### src/rtl/fts_pkg.sv
package fts_pkg;
  // Wire position reached by data bit i with choice j (or the reverse), on a ring of wn wires
  function automatic int ring_pos(input int i, input int r, input int j, input int wn);
    return ((i + r - j) % wn + wn) % wn;
  endfunction
endpackage

### src/rtl/fts_xbar_tx.sv
module fts_xbar_tx #(
  parameter int N    = 4,
  parameter int R    = 1,
  parameter int MMIN = 2,
  localparam int W   = N + R,
  localparam int J   = N + R - MMIN + 1
) (
  input  logic [N-1:0]   bits_i,
  input  logic [N*J-1:0] sel_i,
  output logic [W-1:0]   wires_o
);
  // One AND-OR one-hot multiplexer per wire
  for (genvar w = 0; w < W; w++) begin : g_wire
    logic [N-1:0] hit;
    for (genvar i = 0; i < N; i++) begin : g_bit
      localparam int SJ = fts_pkg::ring_pos(i, R, w, W);
      if (SJ < J) begin : g_reach
        assign hit[i] = sel_i[i*J+SJ] & bits_i[i];
      end else begin : g_none
        assign hit[i] = 1'b0;
      end
    end
    assign wires_o[w] = |hit;
  end
endmodule

### src/rtl/fts_xbar_rx.sv
module fts_xbar_rx #(
  parameter int N    = 4,
  parameter int R    = 1,
  parameter int MMIN = 2,
  localparam int W   = N + R,
  localparam int J   = N + R - MMIN + 1
) (
  input  logic [W-1:0]   wires_i,
  input  logic [N*J-1:0] sel_i,
  output logic [N-1:0]   bits_o
);
  // Transposed crossover: each bit picks back the wire it was placed on
  for (genvar i = 0; i < N; i++) begin : g_bit
    logic [J-1:0] pick;
    for (genvar j = 0; j < J; j++) begin : g_choice
      localparam int WP = fts_pkg::ring_pos(i, R, j, W);
      assign pick[j] = sel_i[i*J+j] & wires_i[WP];
    end
    assign bits_o[i] = |pick;
  end
endmodule

### src/rtl/fts_seq_ctr.sv
module fts_seq_ctr #(
  parameter int KMAX = 2,
  localparam int CW  = $clog2(KMAX + 1)
) (
  input  logic          clk,
  input  logic          rst_n,
  input  logic          start_i,
  input  logic [CW-1:0] cycles_i,
  output logic          busy_o,
  output logic [CW-1:0] cnt_o,
  output logic          last_o
);
  localparam logic [CW-1:0] CNT_TOP = CW'(KMAX - 1);

  logic [CW:0] next_cnt;
  assign next_cnt = {1'b0, cnt_o} + (CW+1)'(1);
  assign last_o   = busy_o && ((next_cnt >= {1'b0, cycles_i}) || (cnt_o == CNT_TOP));

  always_ff @(posedge clk) begin
    if (!rst_n) begin
      busy_o <= 1'b0;
      cnt_o  <= '0;
    end else if (start_i) begin
      busy_o <= 1'b1;
      cnt_o  <= '0;
    end else if (busy_o) begin
      if (last_o) busy_o <= 1'b0;
      else        cnt_o  <= next_cnt[CW-1:0];
    end
  end


  cnt_range_chk: assert property (@(posedge clk) disable iff (!rst_n)
    busy_o |-> (cnt_o <= CNT_TOP));

  count_step_chk: assert property (@(posedge clk) disable iff (!rst_n)
    (busy_o && !last_o && !start_i) |=> (busy_o && cnt_o == $past(cnt_o) + CW'(1)));

  release_chk: assert property (@(posedge clk) disable iff (!rst_n)
    (last_o && !start_i) |=> !busy_o);
endmodule

### src/rtl/fts_link_pipe.sv
module fts_link_pipe #(
  parameter int W      = 5,
  parameter int STAGES = 0
) (
  input  logic         clk,
  input  logic         rst_n,
  input  logic [W-1:0] wires_i,
  input  logic         start_i,
  input  logic         bvalid_i,
  output logic [W-1:0] wires_o,
  output logic         start_o,
  output logic         bvalid_o
);
  if (STAGES == 0) begin : g_direct
    assign wires_o  = wires_i;
    assign start_o  = start_i;
    assign bvalid_o = bvalid_i;
  end else begin : g_regs
    logic [W+1:0] stage_q [STAGES];
    always_ff @(posedge clk) begin
      if (!rst_n) begin
        for (int s = 0; s < STAGES; s++) stage_q[s] <= '0;
      end else begin
        stage_q[0] <= {start_i, bvalid_i, wires_i};
        for (int s = 1; s < STAGES; s++) stage_q[s] <= stage_q[s-1];
      end
    end
    assign {start_o, bvalid_o, wires_o} = stage_q[STAGES-1];
  end
endmodule

### src/rtl/fts_serial_link.sv
module fts_serial_link #(
  parameter int N           = 4,
  parameter int R           = 1,
  parameter int MMIN        = 2,
  parameter int LINK_STAGES = 0,
  localparam int W    = N + R,
  localparam int J    = N + R - MMIN + 1,
  localparam int KMAX = (N + MMIN - 1) / MMIN,
  localparam int CW   = $clog2(KMAX + 1),
  localparam int SETW = N * J,
  localparam int MAPW = KMAX * SETW,
  localparam int ENW  = KMAX * N
) (
  input  logic            clk,
  input  logic            rst_n,
  input  logic            cfg_serial,
  input  logic [CW-1:0]   cfg_cycles,
  input  logic [MAPW-1:0] cfg_map,
  input  logic [ENW-1:0]  cfg_en,
  input  logic [W-1:0]    wire_fault,
  input  logic            up_valid,
  output logic            up_ready,
  input  logic [N-1:0]    up_data,
  output logic [W-1:0]    link_tx,
  output logic            dn_valid,
  output logic [N-1:0]    dn_data
);
  // ---------------- sending side ----------------
  logic          up_busy, up_last, ser_start;
  logic [CW-1:0] up_cnt;
  logic [N-1:0]  up_reg, tx_bits;
  logic [SETW-1:0] tx_sel;

  assign up_ready  = !cfg_serial || !up_busy;
  assign ser_start = up_valid && up_ready && cfg_serial;

  fts_seq_ctr #(.KMAX(KMAX)) up_ctr_i (
    .clk(clk), .rst_n(rst_n), .start_i(ser_start), .cycles_i(cfg_cycles),
    .busy_o(up_busy), .cnt_o(up_cnt), .last_o(up_last)
  );

  always_ff @(posedge clk) begin
    if (!rst_n)         up_reg <= '0;
    else if (ser_start) up_reg <= up_data;
  end

  always_comb begin
    tx_sel = cfg_map[SETW-1:0];
    if (cfg_serial) begin
      for (int k = 0; k < KMAX; k++)
        if (up_cnt == CW'(k)) tx_sel = cfg_map[k*SETW +: SETW];
    end
  end

  assign tx_bits = cfg_serial ? (up_busy ? up_reg : '0) : up_data;

  fts_xbar_tx #(.N(N), .R(R), .MMIN(MMIN)) tx_xbar_i (
    .bits_i(tx_bits), .sel_i(tx_sel), .wires_o(link_tx)
  );

  // ---------------- wires ----------------
  logic [W-1:0] rx_wires;
  logic         dn_start, byp_valid;

  fts_link_pipe #(.W(W), .STAGES(LINK_STAGES)) pipe_i (
    .clk(clk), .rst_n(rst_n),
    .wires_i(link_tx & ~wire_fault), .start_i(ser_start),
    .bvalid_i(up_valid && !cfg_serial),
    .wires_o(rx_wires), .start_o(dn_start), .bvalid_o(byp_valid)
  );

  // ---------------- receiving side ----------------
  logic            dn_busy, dn_last, dv_q;
  logic [CW-1:0]   dn_cnt;
  logic [SETW-1:0] rx_sel;
  logic [N-1:0]    rx_en, rx_bits, dn_reg;

  fts_seq_ctr #(.KMAX(KMAX)) dn_ctr_i (
    .clk(clk), .rst_n(rst_n), .start_i(dn_start), .cycles_i(cfg_cycles),
    .busy_o(dn_busy), .cnt_o(dn_cnt), .last_o(dn_last)
  );

  always_comb begin
    rx_sel = cfg_map[SETW-1:0];
    rx_en  = '0;
    if (cfg_serial) begin
      for (int k = 0; k < KMAX; k++)
        if (dn_cnt == CW'(k)) begin
          rx_sel = cfg_map[k*SETW +: SETW];
          rx_en  = cfg_en[k*N +: N];
        end
    end
  end

  fts_xbar_rx #(.N(N), .R(R), .MMIN(MMIN)) rx_xbar_i (
    .wires_i(rx_wires), .sel_i(rx_sel), .bits_o(rx_bits)
  );

  always_ff @(posedge clk) begin
    if (!rst_n) begin
      dn_reg <= '0;
      dv_q   <= 1'b0;
    end else begin
      dv_q <= dn_last;
      if (dn_busy) begin
        for (int i = 0; i < N; i++)
          if (rx_en[i]) dn_reg[i] <= rx_bits[i];
      end
    end
  end

  assign dn_valid = cfg_serial ? dv_q   : byp_valid;
  assign dn_data  = cfg_serial ? dn_reg : rx_bits;


  start_blocks_chk: assert property (@(posedge clk) disable iff (!rst_n)
    ser_start |=> (!up_ready || !cfg_serial));

  single_pulse_chk: assert property (@(posedge clk) disable iff (!rst_n)
    (cfg_serial && dn_valid) |=> (!dn_valid || !cfg_serial));
  if (LINK_STAGES == 0) begin : g_align_chk

    valid_after_end_chk: assert property (@(posedge clk) disable iff (!rst_n)
      (cfg_serial && dn_valid) |-> $past(up_last));
  end
endmodule

### config.mk
export PLATFORM = sky130hd
export DESIGN_NAME = fts_serial_link
export DESIGN_NICKNAME = d
export VERILOG_FILES = /design/src/rtl/fts_pkg.sv /design/src/rtl/fts_xbar_tx.sv /design/src/rtl/fts_xbar_rx.sv /design/src/rtl/fts_seq_ctr.sv /design/src/rtl/fts_link_pipe.sv /design/src/rtl/fts_serial_link.sv
export SDC_FILE = /design/constraint.sdc
export NUM_CORES = 1
export LEC_CHECK = 0
export ABC_CLOCK_PERIOD_IN_PS = 2950
export CAP_MARGIN = 40
export CORE_MARGIN = 2
export CORE_UTILIZATION = 44
export CTS_BUF_LIST = sky130_fd_sc_hd__clkbuf_8
export DETAILED_ROUTE_END_ITERATION = 16
export PLACE_DENSITY = 0.82
export SYNTH_ARGS = -nofsm -noshare
export SYNTH_HDL_FRONTEND = slang
export SYNTH_SLANG_ARGS = --single-unit
### constraint.sdc
create_clock -name clk -period 2.95 [get_ports clk]
set_clock_uncertainty 0.15 [all_clocks]
set_input_delay 0.59 -clock clk [delete_from_list [all_inputs] [get_ports clk]]
set_output_delay 0.59 -clock clk [all_outputs]
set_load 0.02 [all_outputs]
# Word-level counts from Yosys, hierarchy flattened
# Cells that the tools add are included.
dict set report totals {
  register_bits 15
  in_bits 55
  out_inout_bits 11
}
dict set report op_classes {
  add_sub_neg 2
  magnitude_cmp 2
  n_eq_ne 2
  mux 17
  n_bitwise 37
  reduce_logical 27
}
# cell count
set op_table {}
lappend op_table {{16-bit two-way mux} 4}
lappend op_table {{1-bit bitwise AND} 32}
lappend op_table {{4-bit two-way mux} 6}
lappend op_table {{4-bit OR reduction} 5}
lappend op_table {{2-bit AND reduction} 6}
lappend op_table {{3-bit OR reduction} 4}
lappend op_table {{1-bit two-way mux} 7}
lappend op_table {{2-bit by 1-bit adder with 3-bit output (second input constant)} 2}
lappend op_table {{3-bit by 2-bit greater-or-equal comparator with 1-bit output} 2}
lappend op_table {{5-bit bitwise AND} 1}
lappend op_table {{1-bit logical AND} 5}
lappend op_table {{5-bit NOT} 1}
lappend op_table {{2-bit by 1-bit == test with 1-bit output (second input constant)} 2}
lappend op_table {{1-bit logical OR} 3}
lappend op_table {{1-bit NOT} 3}
lappend op_table {{1-bit logical NOT} 2}
lappend op_table {{2-bit logical NOT} 1}
lappend op_table {{2-bit OR reduction} 1}

# Depth between registers and ports, before layout
# Gate-level depths: netlist (run 1).
dict set report logic_depth {
  depth_word 9
  ltp_mapped 9
  mapped_depth_nobuf 7
}

# Cells and area by module
# Synthesis (run 1) repeated with hierarchy kept, for this count alone.
dict set report unflattened {
  cells_unflattened 177
  hier_area_um2 1746.7
}
# module n_inst cells_each area_per_inst_um2 seq_area_each_um2
set modules_own_cells {}
lappend modules_own_cells {fts_serial_link 1 101 1062.3 180.2}
lappend modules_own_cells {fts_seq_ctr 2 23 241.5 60.1}
lappend modules_own_cells {fts_xbar_rx 1 12 75.1 0.0}
lappend modules_own_cells {fts_xbar_tx 1 11 73.8 0.0}
lappend modules_own_cells {fts_link_pipe 1 7 52.6 0.0}

# Worst setup path before layout (run 1)
# OpenSTA, ideal clock, no wires.
dict set report synth_timing {
  kind {input-to-output}
  start {in cfg_serial}
  end {out dn_data[1]}
  t_arrival_ns 2.048
  t_required_ns 2.210
  slack_ns 0.162
  stages 7
  path_buffers 2
  cell_sequence {buf_6 > buf_6 > and3_4 > nor2_1 > o221ai_2 > a22oi_1 > a31oi_1}
}
dict set report synth_between {
  elab_chain_cells 7
  elab_cells_between_ends 27
  classes_between {mux (4); bitwise (18); reduce/logical (5)}
}
# element line_no
set synth_rtl {}
lappend synth_rtl {{from (decl)} fts_serial_link.sv:16} ;# input logic cfg_serial,
lappend synth_rtl {{16-bit two-way mux / 4-bit two-way mux (equally long branches)} {fts_serial_link.sv:49, fts_serial_link.sv:55}}
lappend synth_rtl {{1-bit bitwise AND} fts_xbar_tx.sv:18} ;# assign hit[i] = sel_i[i*J+SJ] & bits_i[i];
lappend synth_rtl {{3-bit OR reduction *} fts_xbar_tx.sv:23} ;# assign wires_o[w] = |hit;
lappend synth_rtl {{net link_tx[0]} fts_serial_link.sv:24} ;# output logic [W-1:0] link_tx,
lappend synth_rtl {{5-bit bitwise AND *} fts_serial_link.sv:67} ;# .wires_i(link_tx & ~wire_fault), .start_i(ser_start),
lappend synth_rtl {{1-bit bitwise AND *} fts_xbar_rx.sv:17} ;# assign pick[j] = sel_i[i*J+j] & wires_i[WP];
lappend synth_rtl {{4-bit OR reduction *} fts_xbar_rx.sv:19} ;# assign bits_o[i] = |pick;
lappend synth_rtl {{4-bit two-way mux *} fts_serial_link.sv:113} ;# assign dn_data = cfg_serial ? dn_reg : rx_bits;
lappend synth_rtl {{to (decl)} fts_serial_link.sv:26} ;# output logic [N-1:0] dn_data
# Mark *: on every way through the listed nets, which the timed path passes. The rest lies on a longest branch.

# Worst setup path in the final report (run 1)
dict set report layout_timing {
  start {in cfg_map[5]}
  end {out link_tx[1]}
}
dict set report layout_between {
  elab_chain_cells 4
}
# element line_no
set layout_rtl {}
lappend layout_rtl {{from (decl)} fts_serial_link.sv:18} ;# input logic [MAPW-1:0] cfg_map,
lappend layout_rtl {{16-bit two-way mux} fts_serial_link.sv:51} ;# if (up_cnt == CW'(k)) tx_sel = cfg_map[k*SETW +: SETW];
lappend layout_rtl {{16-bit two-way mux *} fts_serial_link.sv:49} ;# if (cfg_serial) begin
lappend layout_rtl {{1-bit bitwise AND *} fts_xbar_tx.sv:18}
lappend layout_rtl {{4-bit OR reduction *} fts_xbar_tx.sv:23}
lappend layout_rtl {{to (decl)} fts_serial_link.sv:24}
# Mark *: on every way between the ends. The rest lies on a longest branch, timed or not.

==> results.yml, run 1 <==
status:
  status: "completed"
yosys:
  ys.flop_type: "dfxtp_1"
  synth_edf_count: 0
  synth_fp_nets: 272
  async_flop_share_pct: 0
  synthCells: 207
  synth-simple-area-share_pct: 26.8
  synth-compound-area-share_pct: 29.0
  synth_cell_types: 36
  synth.yosys.seq_area_share_pct: 18.9
  synthAdderAreaFrac_pct: 8.84
  synthMuxAreaShare_pct: 9.55
  yosys.area_share.xor_xnor_pct: 1.10
  synth.avg_cell_area_um2: 7.66
  ys_seq_elements: 15
  synth_area_mm2: 0.00159
  ys_warn_count: 0
  synth_top_family_by_area: "compound AO/OA/AOI/OAI gates"
clocking:
  cts_max_path_buffers: 2
  cts_htree_levels: 1
  cts-buffers-inserted: 3
  clock_latency_ns: 0.25
  ctsHoldBuffers: 0
  cts_sinks: 15
  clock-root-buffer: "clkbuf_8"
  clk_pin_slew_ns: 0.06
  cts_tree: "done"
global_route:
  busiest_layer: "met2"
  grtUsageMet3_pct: 4.93
  grt_start_max_net_pins: 17
  gr-usage-met2_pct: 47.5
  grt_util_all_layers_pct: 27.7
  grt-ovfl-total: 0
  grt_pass1_wl_mm: 9.10
  antenna_found_initial: 0
  use_met1_pct: 32.7
  grt_pass1_vias: 2025
floorplanning:
  fp-row-count: 21
  start_util_pct: 46.8
  die_w_um: 64.0
  core_mm2: 0.00339
  io_pins: 66
  dieArea_mm2: 0.00410
  die_h_um: 64.0
routing:
  wl_per_cell_um: 17.0
  vias: 1997
  drt_iter0_markers: 189
  firstDrtPassIters: 5
  drc: 0
  viasPerCell: 5.93
  wl_mm: 5.71
  ant_nets: 0
final_layout:
  fin_util_pct: 80.3
  diodes: 0
  fin_nets: 357
  drive_above_1_share_pct: 23.0
  final_common_cell: "clkdlybuf4s50_1"
  syn_to_final_growth_pct: 71.7
  mostFrequentLayoutCells: "clkdlybuf4s50_1 (52), nand2_1 (26), buf_4 (23)"
pwr:
  p_clk_share_pct: 23.2
  p_leak_nw: 1.20
  p_sw_share_pct: 32.8
  p_total_mw: 0.714
  p_per_area_mw_per_mm2: 262
  power.net_switching_mw: 0.234
  seqPwrFrac_pct: 30.2
  vdd_drop_max_v: 0.000281
  combPwrFrac_pct: 46.6
  p_int_mw: 0.480
placed_design:
  place_hpwl_mm: 3.76
  post-place-ws_ns: -0.715
  place_congestion: 0.902
  port_buffers: 65
worst_setup_path:
  worst_setup_path_start_kind: "input pin"
  path_max_fanout: 5
  critical_path_class: "in2out"
  crit_arrival_ns: 2.19
  cp.required_ns: 2.21
  end_kind: "output port"
sta:
  slew_headroom_pct: 65.6
  finalSetupViolCount: 0
  fin_crit_sh_pct: 99.4
  max_freq_mhz: 341
  finalCriticalPeriod_ns: 2.93
  whs_ns: 0.319
  hold_viol_final: 0
  worstMarginPinSlew_ns: 0.508
  setup_ws_ns: 0.0169
  drv_slew: 0
run:
  maxCapViolations: 0
hold_path:
  hold_path.class: "reg2reg"
-- cells in the mapped netlist, drive strengths merged, types with 5 or more instances --
library cell	number	area, µm²
nor2b	7	43.8
dfxtp	15	300
nand2	27	118
ha	8	100
buf	7	50.1
nand3	16	80.1
mux2i	14	140
nor2	14	52.6
a21boi	9	67.6
nand3b	5	37.5
a21oi	22	114
a22oi	8	60.1
inv	7	26.3
a31oi	8	50.1
and3	11	78.8
o22ai	7	56.3
-- timing repair --
item,4_1_cts,5_1_grt
gates cloned,1,1
setup endpoints to repair,10,6
buffers inserted,2,2
pin swaps,10,10
resized for setup,54,16
hold endpoints to repair,0,0
-- area by class of cell --
class                           count  area [µm²]
Inverter                            7        26.3
Sequential cell                    15         300
Clock inverter                      1        3.75
Tap cell                           46        57.6
Timing Repair Buffer               91         898
Clock buffer                        3        41.3
Fill cell                         218         667
Multi-Input combinational cell    174        1400
-- power by group through the flow --
stage | Combinational (mW) | Clock, mW | Sequential [mW]
finish | 0.333 | 0.165 | 0.216
global route | 0.354 | 0.181 | 0.216
CTS | 0.311 | 0.172 | 0.215
detailed placement | 0.280 | 0 | 0.219
global placement | 0.279 | 0 | 0.219
floorplan | 0.131 | 0 | 0.219
-- worst paths after layout --
check | start | end | slack [ns] | cells after the start
setup / recovery | cfg_map[5] | link_tx[1] | 0.02 | 6
hold reg to reg | dn_ctr_i.busy_o | dv_q | 0.32 | 2
hold / removal | dn_ctr_i.busy_o | dv_q | 0.32 | 2
setup reg to reg | up_ctr_i.cnt_o[0] | up_ctr_i.cnt_o[1] | 0.90 | 7
-- critical path, stage by stage --
cell             delay [ns]
clkdlybuf4s50_1        0.53
a21boi_1               0.31
o22ai_4                0.12
o2111ai_4              0.15
buf_4                  0.16
dlygate4sd2_1          0.33
-- per-layer routing --
layer	vias to the layer above	wire length, µm
met1	920	2280
met5	-	0
met2	118	2780
met3	28	464
li1	931	-
met4	0	195
-- metrics by stage --
step	TNS (ns)	instances	cell area, µm²
after detailed placement	-4.72	327	2390
after floorplan	0	207	1590
after global routing	-0.0599	337	2720
after global placement	-4.70	327	2390
final	0	337	2720
after CTS	0	334	2630
-- logic make-up after synthesis --
family	Yosys count
compound gates	65
xor+xnor	2
fa+ha+maj	10
buf+inv	18
flops	15
mux	15
simple gates	82
No activity file was read; power rests on OpenSTA's default activity.
==> run 2, diff against run 1 <==
--- a/config.mk
+++ b/config.mk
@@ -8,10 +8,10 @@
 export ABC_CLOCK_PERIOD_IN_PS = 2950
 export CAP_MARGIN = 40
 export CORE_MARGIN = 2
-export CORE_UTILIZATION = 44
-export CTS_BUF_LIST = sky130_fd_sc_hd__clkbuf_8
+export CORE_UTILIZATION = 43
 export DETAILED_ROUTE_END_ITERATION = 16
-export PLACE_DENSITY = 0.82
+export PLACE_DENSITY = 0.8
+export SLEW_MARGIN = 40
 export SYNTH_ARGS = -nofsm -noshare
 export SYNTH_HDL_FRONTEND = slang
 export SYNTH_SLANG_ARGS = --single-unit
==> results.yml, run 2 (same netlist as run 1, synthesis figures left out) <==
status:
  status: "completed"
floorplanning:
  dieArea_mm2: 0.00419
  fp-row-count: 22
  die_h_um: 64.7
  core_mm2: 0.00361
  die_w_um: 64.7
  start_util_pct: 44.0
  io_pins: 66
worst_setup_path:
  crit_arrival_ns: 2.19
  critical_path_class: "in2out"
  path_max_fanout: 4
  cp_num_buf_inv: 2
  cp.required_ns: 2.21
  crit_family: "compound AO/OA/AOI/OAI gates"
  worst_setup_path_start_kind: "input pin"
  cp_slowest_stage_delay_ns: 0.49
  end_kind: "output port"
  critPathSlowestCell: "clkdlybuf4s50_1"
  crit_path_cell_trace: "clkdlybuf4s50_1 > a21boi_1 > o22ai_4 > o221ai_4 > a22oi_2 > a31oi_2 > buf_4"
  r2r_setup_slack_ns: 0.87
sta:
  worstMarginPinSlew_ns: 0.511
  finalCriticalPeriod_ns: 2.93
  hold_viol_final: 0
  max_freq_mhz: 341
  drv_slew: 0
  whs_ns: 0.314
  fin_crit_sh_pct: 99.3
  slew_headroom_pct: 65.4
  finalSetupViolCount: 0
routing:
  wl_per_cell_um: 17.1
  ant_nets: 0
  wl_mm: 5.93
  vias: 2053
  viasPerCell: 5.93
  firstDrtPassIters: 4
  drc: 0
  drt_iter0_markers: 160
global_route:
  grt-ovfl-total: 0
  grt_start_max_net_pins: 26
  grt_pass1_wl_mm: 8.52
  grt_util_all_layers_pct: 25.6
  antenna_found_initial: 0
  grt_pass1_vias: 1998
final_layout:
  drive_above_1_share_pct: 27.5
  diodes: 0
  mostFrequentLayoutCells: "clkdlybuf4s50_1 (51), buf_4 (29), nand2_1 (26)"
  syn_to_final_growth_pct: 77.3
  fin_nets: 364
  final_common_cell: "clkdlybuf4s50_1"
placed_design:
  place_hpwl_mm: 4.01
  port_buffers: 65
  place_congestion: 0.894
pwr:
  combPwrFrac_pct: 47.5
  p_int_mw: 0.489
  p_leak_nw: 1.23
  p_clk_share_pct: 23.1
  p_sw_share_pct: 33.2
  vdd_drop_max_v: 0.000267
  p_total_mw: 0.732
  power.net_switching_mw: 0.243
  seqPwrFrac_pct: 29.4
  p_per_area_mw_per_mm2: 261
clocking:
  cts-buffers-inserted: 3
  cts_max_path_buffers: 2
  ctsHoldBuffers: 0
  cts_htree_levels: 1
  clk_pin_slew_ns: 0.06
  clock-root-buffer: "clkbuf_8"
  cts_sinks: 15
  cts_tree: "done"
  clock_latency_ns: 0.25
hold_path:
  hold_path.class: "reg2reg"
run:
  maxCapViolations: 0
[run 2: changes by cell type in the layout (fill, tap and decap cells not counted), moves of 2 or more]
| cell | before | now |
|---|---|---|
| a21boi_1 | 5 | 3 |
| mux2i_2 | 0 | 2 |
| a21boi_2 | 0 | 2 |
| mux2i_1 | 14 | 12 |
| buf_4 | 23 | 29 |
| buf_12 | 2 | 5 |
[run 2: worst reg2reg max path: stages (launching register included)]
cell       delay (ns)
dfxtp_1          0.33
inv_1            0.08
ha_4             0.23
nand2_8          0.15
mux2i_1          0.30
o2111ai_4        0.19
a22oi_2          0.23
buf_4            0.14
buf_4            0.09
a31oi_1          0.08
[run 2: final timing paths]
path / start / endpoint / depth (start not counted)
setup / recovery: cfg_map[1] / dn_data[2] / 7
hold / removal: dn_ctr_i.busy_o / dv_q / 2
setup reg to reg: up_ctr_i.cnt_o[1] / dn_reg[3] / 9
hold reg to reg: dn_ctr_i.busy_o / dv_q / 2
[run 2: layout make-up]
cell class / count / area (µm²)
Sequential cell: 15 / 300
Inverter: 7 / 26.3
Tap cell: 48 / 60.1
Clock buffer: 4 / 45.0
Multi-Input combinational cell: 174 / 1440
Fill cell: 251 / 795
Timing Repair Buffer: 98 / 942
[run 2: metal layers]
metal	up-vias	track usage (%)	share of wire, %
li1	949	-	-
met1	962	27.0	38
met2	111	46.9	52
met3	31	4.34	6.3
met4	0	15.7	4.2
met5	-	0	0
[run 2: power groups by stage]
stage	Sequential [mW]	Clock, mW	Combinational [mW]
after floorplan	0.219	0	0.131
after global placement	0.219	0	0.286
after detailed placement	0.219	0	0.290
after CTS	0.215	0.168	0.316
after global routing	0.216	0.180	0.366
final	0.215	0.169	0.348
[run 2: per-stage QoR]
stage / util, % / cell area [µm²] / std cells / setup TNS, ns / setup slack (ns)
6_report: 78.0 / 2810 / 346 / 0 / 0.0216
5_1_grt: 78.0 / 2810 / 346 / -0.0263 / -0.0171
4_1_cts: 73.9 / 2670 / 343 / 0 / 0.00239
3_5_place_dp: 68.0 / 2450 / 332 / -4.41 / -0.664
3_3_place_gp: 68.0 / 2450 / 332 / -4.23 / -0.625
2_1_floorplan: - / 1590 / 207 / 0 / 0.162
[run 2: what timing repair did]
action	4_1_cts	5_1_grt
endpoints found under the setup margin	10	9
resized for setup	54	28
pin swaps	13	15
setup buffers	7	4
